<file path="src/rtl/scarray_seq.sv">
module scarray_seq #(
  parameter int CELLS  = 1024,
  parameter int NCH    = 4,
  parameter int HOLD_W = 12,
  parameter int DEAD_W = 20,
  parameter int IGN_W  = 8,
  localparam int CW    = $clog2(CELLS),
  localparam int CHW   = (NCH > 1) ? $clog2(NCH) : 1
) (
  input  logic              clk,
  input  logic              rst_n,
  input  logic              run,
  input  logic              roi_en,
  input  logic [CW:0]       roi_len,
  input  logic [CW-1:0]     roi_ofs,
  input  logic [NCH-1:0]    ch_mask,
  input  logic [HOLD_W-1:0] holdoff,
  input  logic              trig_ext,
  input  logic              trig_cmp,
  input  logic [CW-1:0]     stop_cell_in,
  output logic              samp_en,
  output logic              samp_wr,
  output logic              busy,
  output logic              rd_valid,
  output logic [CW-1:0]     rd_cell,
  output logic [CW:0]       rd_idx,
  output logic [CHW-1:0]    rd_ch,
  output logic              dead_stb,
  output logic [DEAD_W-1:0] dead_len,
  output logic [IGN_W-1:0]  ign_cnt
);

  typedef enum logic [2:0] {S_IDLE, S_ARMED, S_STOP, S_READ, S_RESTART, S_HOLD} st_t;

  st_t               st;
  logic [CW-1:0]     stop_q, start_q;
  logic [CW:0]       len_q, idx;
  logic [CHW-1:0]    ch_q, first_ch, nxt_ch;
  logic [NCH-1:0]    mask_q, eff_mask;
  logic [HOLD_W-1:0] hold_q, hcnt;
  logic [DEAD_W-1:0] dead_cnt;
  logic              trig, nxt_ok, accept, end_dead;
  logic [CW:0]       sel_len;

  assign trig     = trig_ext | trig_cmp;
  assign accept   = (st == S_ARMED) && run && trig;
  assign eff_mask = (ch_mask == '0) ? NCH'(1) : ch_mask;
  assign sel_len  = (roi_en && roi_len != '0 && roi_len <= (CW+1)'(CELLS)) ? roi_len : (CW+1)'(CELLS);
  assign end_dead = ((st == S_RESTART) && (hold_q == '0)) || ((st == S_HOLD) && (hcnt == '0));

  always_comb begin
    first_ch = '0;
    nxt_ok   = 1'b0;
    nxt_ch   = ch_q;
    for (int i = NCH-1; i >= 0; i--) begin
      if (eff_mask[i]) first_ch = CHW'(i);
      if (mask_q[i] && i > int'(ch_q)) begin
        nxt_ok = 1'b1;
        nxt_ch = CHW'(i);
      end
    end
  end

  always_ff @(posedge clk or negedge rst_n) begin
    if (!rst_n) begin
      st      <= S_IDLE;
      stop_q  <= '0;
      start_q <= '0;
      len_q   <= '0;
      idx     <= '0;
      ch_q    <= '0;
      mask_q  <= '0;
      hold_q  <= '0;
      hcnt    <= '0;
    end else begin
      case (st)
        S_IDLE:  if (run) st <= S_ARMED;
        S_ARMED: begin
          if (!run) st <= S_IDLE;
          else if (trig) begin
            st     <= S_STOP;
            stop_q <= stop_cell_in;
          end
        end
        S_STOP: begin
          start_q <= roi_en ? stop_q + roi_ofs : stop_q;
          len_q   <= sel_len;
          mask_q  <= eff_mask;
          ch_q    <= first_ch;
          hold_q  <= holdoff;
          idx     <= '0;
          st      <= S_READ;
        end
        S_READ: begin
          if (idx == len_q - 1'b1) begin
            idx <= '0;
            if (nxt_ok) ch_q <= nxt_ch;
            else st <= S_RESTART;
          end else begin
            idx <= idx + 1'b1;
          end
        end
        S_RESTART: begin
          if (hold_q == '0) st <= run ? S_ARMED : S_IDLE;
          else begin
            hcnt <= hold_q - 1'b1;
            st   <= S_HOLD;
          end
        end
        S_HOLD: begin
          if (hcnt == '0) st <= run ? S_ARMED : S_IDLE;
          else hcnt <= hcnt - 1'b1;
        end
        default: st <= S_IDLE;
      endcase
    end
  end

  always_ff @(posedge clk or negedge rst_n) begin
    if (!rst_n) begin
      dead_cnt <= '0;
      dead_len <= '0;
      dead_stb <= 1'b0;
      ign_cnt  <= '0;
    end else begin
      dead_cnt <= busy ? dead_cnt + 1'b1 : '0;
      dead_stb <= end_dead;
      if (end_dead) dead_len <= dead_cnt + 1'b1;
      if (trig && !((st == S_ARMED) && run)) ign_cnt <= ign_cnt + 1'b1;
    end
  end

  assign samp_en  = (st != S_IDLE);
  assign samp_wr  = (st == S_ARMED) || (st == S_RESTART) || (st == S_HOLD);
  assign busy     = (st == S_STOP) || (st == S_READ) || (st == S_RESTART) || (st == S_HOLD);
  assign rd_valid = (st == S_READ);
  assign rd_cell  = start_q + idx[CW-1:0];
  assign rd_idx   = idx;
  assign rd_ch    = ch_q;

  AST_WR_NEEDS_EN: assert property (@(posedge clk) disable iff (!rst_n) samp_wr |-> samp_en);
  AST_TRIG_FREEZE: assert property (@(posedge clk) disable iff (!rst_n) accept |=> (!samp_wr && busy));
  AST_NO_WR_READ:  assert property (@(posedge clk) disable iff (!rst_n) rd_valid |-> !samp_wr);
  AST_CELL_STEP:   assert property (@(posedge clk) disable iff (!rst_n)
                     (rd_valid && $past(rd_valid) && rd_idx != '0) |-> (rd_cell == $past(rd_cell) + CW'(1)));
  AST_DEAD_END:    assert property (@(posedge clk) disable iff (!rst_n) dead_stb |-> (!busy && $past(busy)));
  AST_IGN_COUNT:   assert property (@(posedge clk) disable iff (!rst_n)
                     (trig && !((st == S_ARMED) && run)) |=> (ign_cnt == $past(ign_cnt) + IGN_W'(1)));

endmodule

</file>
<file path="config.mk">
export PLATFORM = sky130hd
export DESIGN_NAME = scarray_seq
export DESIGN_NICKNAME = d
export VERILOG_FILES = /design/src/rtl/scarray_seq.sv
export SDC_FILE = /design/constraint.sdc
export NUM_CORES = 1
export LEC_CHECK = 0
export CAP_MARGIN = 20
export CORE_MARGIN = 8
export CORE_UTILIZATION = 59
export CTS_BUF_LIST = sky130_fd_sc_hd__clkbuf_16
export DETAILED_ROUTE_END_ITERATION = 12
export GPL_ROUTABILITY_DRIVEN = 0
export PLACE_DENSITY = 0.92
export SYNTH_ARGS = -nofsm -noshare
export SYNTH_HDL_FRONTEND = slang
export SYNTH_SLANG_ARGS = --single-unit
export TNS_END_PERCENT = 100
</file>
<file path="constraint.sdc">
create_clock -name clk -period 6.4 [get_ports clk]
set_clock_uncertainty 0.05 [all_clocks]
set_input_delay 1.92 -clock clk [delete_from_list [all_inputs] [get_ports clk]]
set_output_delay 1.92 -clock clk [all_outputs]
set_load 0.05 [all_outputs]
</file>
# Yosys cells after proc, flatten, opt, wreduce, memory -nomap -nowiden
# Cells that the tools add are included.
[word_totals]
reg_bits = 124
inputBits = 53
output_inout_bits = 56
wordCells = 100
[op_classes]
add_sub_neg = 8
order_cmp = 4
eq_ne = 15
muxes = 31
bitwise = 1
n_reduce_logical = 28
[op_table]
columns = ["op", "n"]
rows = [
  ["logical NOT 12 bit", 2],
  ["two-way mux 12 bit", 2],
  ["one-hot mux 12 bit (2 select lines)", 1],
  ["subtractor 12 x 1 -> 12 bit (second input constant)", 2],
  ["two-way mux 11 bit", 2],
  ["one-hot mux 11 bit (2 select lines)", 1],
  ["two-way mux 3 bit", 7],
  ["adder 10 bit", 2],
  ["adder 20 x 1 -> 20 bit (second input constant)", 1],
  ["two-way mux 20 bit", 1],
  ["two-way mux 2 bit", 9],
  ["one-hot mux 3 bit (6 select lines)", 1],
  ["adder 11 x 1 -> 11 bit (second input constant)", 1],
  ["== test 11 bit", 1],
  ["<= comparator 11 bit (second input constant)", 1],
  ["nonzero test 11 bit", 1],
  ["subtractor 11 x 1 -> 11 bit (second input constant)", 1],
  ["two-way mux 10 bit", 1],
  ["logical AND 1 bit", 9],
  ["adder 8 x 1 -> 8 bit (second input constant)", 1],
  ["!= test 2 bit (second input constant)", 4],
  ["== test 3 x 2 -> 1 bit (second input constant)", 2],
  ["== test 3 bit (second input constant)", 2],
  ["logical OR 1 bit", 6],
  ["other kinds (18)", 26],
]

# Longest topological paths before layout
# Gate-level depths: netlist (run 1).
[logic_depth]
ltp_word = 8
ltp_mapped = 13

# Least setup slack after synthesis (run 1)
# OpenSTA, ideal clock, no wires.
[synth_timing]
path_kind = "register to output"
from = "reg idx[1], in the netlist rd_idx[1]"
to = "out rd_cell[7]"
t_arrival_ns = 2.910
setup_slack_ns = 1.520
stages_incl_launch_ff = 8
path_cell_list = "dfrtp_1 -> ha_1 -> a21o_1 -> a21oi_1 -> o21bai_1 -> a2111oi_0 -> nor2_1 -> xnor2_1"
[synth_between]
elab_chain_cells = 1
[synth_rtl]
columns = ["item", "line", "source"]
rows = [
  ["start: declaration", "37", "logic [CW:0] len_q, idx;"],
  ["start signal: assignment", "100", "idx <= idx + 1'b1;"],
  ["adder 10 bit", "137", "assign rd_cell = start_q + idx[CW-1:0];"],
  ["end: declaration", "25", "output logic [CW-1:0] rd_cell,"],
]
# Every way passes these cells.

# Worst setup path after layout (run 1)
[layout_timing]
from = "reg idx[1], in the netlist rd_idx[1]"
to = "out rd_cell[9]"
# The elaborated chain is that of the path after synthesis.

==> impl_metrics.ini, run 1 <==
[global_routing]
grt_first_pass_wirelength_mm = 28.77
gr-usage-met3_pct = 6.128
antenna_found_initial = 0
gr-total-overflow = 0
grt_util_met2_pct = 35.64
grt_usage_pct = 22.37
gr-max-usage-layer = met2
grt_pass1_vias = 5826
use_met1_pct = 28.74
grt_max_degree = 66

[die]
design.die.area_um2 = 15520
top_level_ports = 109
fp.coreArea_um2 = 11470
initial_core_util_pct = 60.64
num_rows = 39
dieHeight_um = 124.6
die_x_um = 124.6

[power_and_ir_drop]
p_leak_nw = 3.829
p_per_area_nw_per_um2 = 404.1
ir_worst_vdd_mv = 0.3427
power_mw = 3.538

[clock_network]
post_cts_resized = 0
cts_setup_buffers = 0
postCtsHoldBufs = 0
clock_latency_ns = 0.43
clockBufferDepth = 2
cts_buffers = 17
cts_tree = done
clockRootBuffer = clkbuf_16
htree_levels = 4
clock-sinks = 123
clk_pin_slew_worst_paths_ns = 0.06

[critical_path]
criticalPathCategory = reg -> out
cp_num_buf_inv = 1
crit_fanout = 6
cp_slowest_cell = clkdlybuf4s50_1
crit_chain = ha_1, a21o_1, a21oi_1, o21bai_1, a2111oi_0, o31ai_1, a21oi_1, xnor2_1, clkdlybuf4s50_1
start_kind = flop
cp.arrival_ns = 3.63
path_delay_family = compound AO/OA/AOI/OAI gates
critPathRequiredTime_ns = 4.43
critPathMaxStageDelay_ns = 0.82
crit_top_cell = a21oi_1
crit_path_end_kind = output port

[layout]
stdcell_count = 1018
nets = 943
final_util_pct = 76.33
drive_above_1_share_pct = 7.657
fillers = 784
stdcell_area_um2 = 8753
diodes = 0
most-common-layout-cells = 123 x dfrtp_1, 115 x nand2_1, 107 x clkdlybuf4s50_1, 66 x nor2_1, 55 x o21ai_0
area_growth_pct = 25.87
final_common_cell = dfrtp_1
regArea_um2 = 3078
multi_input_area_um2 = 3649

[route]
via_per_inst = 5.908
drt_iter0_drc = 545
wire_per_inst_um = 16.91
wirelength_mm = 17.22
drt_pass1_iterations = 6
drc = 0
ant_nets = 0
vias = 6014

[flow_run]
drv_cap = 0

[timing]
timing.final.ws_setup_ns = 0.7984
slew_headroom_pct = 33.37
rsz0062_at_grt = no
finalSetupTns_ns = 0
hold_viol = 0
fin_crit_ns = 5.602
maxSlewViolCount = 0
fmax_ghz = 0.1785
worstMarginPinSlew_ns = 0.9967
setup_violations = 0
fin_crit_sh_pct = 87.53
hold_slack_ns = 0.4185

[logic_synthesis]
synth.distinct_cells = 69
synth.avg_cell_area_um2 = 9.162
ys_seq_area_share_pct = 44.26
synth-edff-count = 0
synth_area_leaders = dfrtp_1 44%, nand2_1 6.2%, ha_1 4.7%
synthArstFlopShare_pct = 100.0
synthFlopType = dfrtp_1
synth_seq_cells = 123
netlist_area_um2 = 6954
synth_cells = 759
synthesis.nets = 840
yosysWarningCount = 0
yosysTopAreaCellShare_pct = 44.26
synth_top_cell_by_area = dfrtp_1

[min_path]
hold_path_class = reg -> reg

[placed_design]
io_buffers = 108
dp_hpwl_mm = 12.01
placed_cells = 985
preCtsSetupSlack_ns = 1.266
postPlaceCellArea_um2 = 8130

[status]
outcome = completed
## area by class of cell
cell class / count / share of cell area, %
clock buffers: 17 / 4.860
clock inverters: 15 / 1.944
inverters: 29 / 1.244
multi-input cells: 577 / 41.68
flip-flops and latches: 123 / 35.16
well taps: 143 / 2.044
repair buffers: 114 / 13.06
## kinds of logic after synthesis
group / Yosys count / share of synthesized area [%]
buffers and inverters: 59 / 3.347
adders and majority gates: 28 / 5.254
muxes: 25 / 3.868
AOI/OAI and AO/OA: 159 / 15.08
xor gates and xnor gates: 54 / 6.801
and+or+nand+nor: 311 / 21.39
DFF: 123 / 44.26
## path summary, 6_finish.rpt
check	startpoint	end	slack, ns	depth (start not counted)
hold reg to reg	dead_len[1]	dead_len[1]	0.42	2
hold / removal	dead_len[1]	dead_len[1]	0.42	2
max in group asynchronous	rst_n	hold_q[11]	4.18	2
setup / recovery	rd_idx[1]	rd_cell[9]	0.80	9
min in group asynchronous	rst_n	stop_q[2]	1.58	2
setup reg to reg	st[2]	hcnt[10]	2.43	10
## state kept, by name, summed over array words and instances (netlist names)
register / cells
dead_cnt: 20
ign_cnt: 8
dead_len: 20
start_q: 10
rd_idx: 11
st: 3
hold_q: 12
hcnt: 12
len_q: 11
mask_q: 3
stop_q: 10
dead_stb: 1
rd_ch: 2
## power by group
group          total (mW)  internal, mW  switching [mW]
Combinational        1.36         0.573           0.785
Clock               0.973         0.559           0.415
Sequential           1.21         0.970           0.237
## worst min-delay path, stage by stage, from the launching register on
cell and delay (ns):
dfrtp_1 0.34, nand2_1 0.05, nand2_1 0.04
## synth_stat cells (3+ instances only)
cell	number
and3_1	9
or4_1	4
nor2_1	66
inv_1	27
o21ai_0	55
a21o_1	5
mux2i_1	10
xnor2_1	35
nand3_1	27
a22o_1	13
o221ai_1	3
and2_1	3
or2_2	4
a21oi_1	28
xor2_1	19
nor2b_1	13
mux2_2	15
ha_1	26
nor3_1	26
nand4_1	10
a41oi_1	4
or3_1	8
o31ai_1	8
nand2_1	115
a221o_1	3
o22ai_1	3
o21a_1	3
nand2b_1	3
clkbuf_1	24
dfrtp_1	123
o21bai_1	5
a31oi_1	5
nor4_1	9
## routing by layer
| metal | up-vias | part of all wire (%) |
|---|---|---|
| met1 | 2901 | 44 |
| met4 | 0 | 1.2 |
| li1 | 2899 | - |
| met5 | - | 0 |
| met2 | 194 | 49 |
| met3 | 20 | 5.8 |
Note: power is estimated with default switching activity, not from simulation.
==> run 2: changes to the inputs <==
CORE_UTILIZATION = 60   (was 59)
DONT_BUFFER_PORTS = 1   (was unset)
PLACE_DENSITY = 0.81   (was 0.92)
==> impl_metrics.ini, run 2 (synthesized netlist as in run 1, its figures left out) <==
[status]
outcome = completed

[critical_path]
start_kind = flop
criticalPathCategory = reg -> out
critPathMaxStageDelay_ns = 0.73
cp.arrival_ns = 3.48
path_delay_family = compound AO/OA/AOI/OAI gates
reg2reg_depth = 10
cp_slowest_cell = dfrtp_1
timing.rr.start = st[2]
worst-path-stages = 8
crit_chain = ha_1, a21o_1, a21oi_1, o21bai_1, a2111oi_0, o31ai_1, a21oi_1, xnor2_1
crit_top_cell = a21oi_1
crit_path_end_kind = output port
crit_path_end = rd_cell[9]
critPathRequiredTime_ns = 4.43
crit_fanout = 6
timing.rr.end = hcnt[10]
r2r_slack_ns = 2.48
startpoint = rd_idx[1]
cp_num_buf_inv = 0

[timing]
hold_viol = 0
maxSlewViolCount = 0
timing.final.ws_setup_ns = 0.9504
fin_crit_ns = 5.450
finalSetupTns_ns = 0
setup_violations = 0
worstMarginPinSlew_ns = 1.161
fmax_ghz = 0.1835
fin_crit_sh_pct = 85.15
rsz0062_at_grt = no
slew_headroom_pct = 22.04

[layout]
drive_above_1_share_pct = 8.083
diodes = 0
area_growth_pct = 10.11
nets = 836
reg_top3 = dead_cnt x20, dead_len x20
most-common-layout-cells = 123 x dfrtp_1, 115 x nand2_1, 66 x nor2_1, 55 x o21ai_0, 35 x xnor2_1
final_common_cell = dfrtp_1

[clock_network]
cts_setup_buffers = 0
clock_latency_ns = 0.42
cts_tree = done
cts_buffers = 17
clockBufferDepth = 2
clock-sinks = 123
clk_pin_slew_worst_paths_ns = 0.05
postCtsHoldBufs = 0
post_cts_resized = 0
clockRootBuffer = clkbuf_16
htree_levels = 4

[die]
initial_core_util_pct = 61.16
die_x_um = 123.7
design.die.area_um2 = 15290
fp.coreArea_um2 = 11370
num_rows = 39
top_level_ports = 109
dieHeight_um = 123.7

[power_and_ir_drop]
p_per_area_nw_per_um2 = 439.8
p_leak_nw = 3.416
ir_worst_vdd_mv = 0.3236

[global_routing]
antenna_found_initial = 0
grt_max_degree = 124
grt_first_pass_wirelength_mm = 27.54
grt_pass1_vias = 5552
gr-max-usage-layer = met2
grt_util_met2_pct = 35.60
gr-total-overflow = 0
gr-usage-met3_pct = 7.570
use_met1_pct = 28.40
grt_usage_pct = 22.83

[route]
drc = 0
drt_pass1_iterations = 7
wirelength_mm = 16.74
vias = 5654
wire_per_inst_um = 18.40
drt_iter0_drc = 436
ant_nets = 0
via_per_inst = 6.213

[placed_design]
io_buffers = 0
preCtsSetupSlack_ns = 1.403
dp_hpwl_mm = 11.80

[min_path]
hold_path_class = reg -> reg
min-delay-start = start_q[7]

[flow_run]
drv_cap = 0
## run 2: cell count changes in the layout (fill, tap and decap cells not counted), sizes merged
cell / change
inv: -8
clkinvlp: +2
clkinv: +3
clkdlybuf4s50: -107
bufinv: +2
## run 2: worst min-delay path, stage by stage (launching register included)
cell	delay, ns
dfrtp_1	0.35
nand2_1	0.05
o21ai_0	0.06
## run 2: cell type report
type	instances	area, µm²
fill	885	3712
multi-input combinational	577	3649
sequential	123	3078
clock buffer	17	425.4
tap	143	178.9
clock inverter	14	157.7
inverter	29	108.9
timing repair buffer	7	60.06
## run 2: how the worst min path moves through the flow
stage	to	slack (ns)	depth (start not counted)
after floorplan	dead_cnt[0]	0.40	1
after global placement	dead_cnt[0]	0.43	1
after detailed placement	dead_cnt[0]	0.44	1
after CTS	dead_cnt[0]	0.45	1
after global routing	start_q[6]	0.48	2
final	start_q[7]	0.45	2
## run 2: power by group
part | switching [mW] | total, mW | internal (mW)
Sequential | 0.347 | 1.32 | 0.969
Clock | 0.343 | 0.946 | 0.603
Combinational | 0.656 | 1.11 | 0.450
## run 2: per-stage QoR
stage / instance area, µm² / power [mW] / utilization, % / std cells / hold slack, ns
after floorplan: 6954 / 2.159 / - / 759 / 0.3996
after global placement: 7059 / 2.348 / 62.09 / 878 / 0.4254
after detailed placement: 7059 / 2.400 / 62.09 / 878 / 0.4376
after CTS: 7642 / 3.374 / 67.22 / 909 / 0.4474
after global routing: 7657 / 3.561 / 67.35 / 910 / 0.4775
final: 7657 / 3.367 / 67.35 / 910 / 0.4463
## run 2: routing by layer
metal  wire, µm  share of wire (%)  vias up
met5          0                  0        -
met4        499                3.0        0
met3       1302                7.8       44
met2       7832                 47      189
met1       7108                 42     2734
li1           -                  -     2687
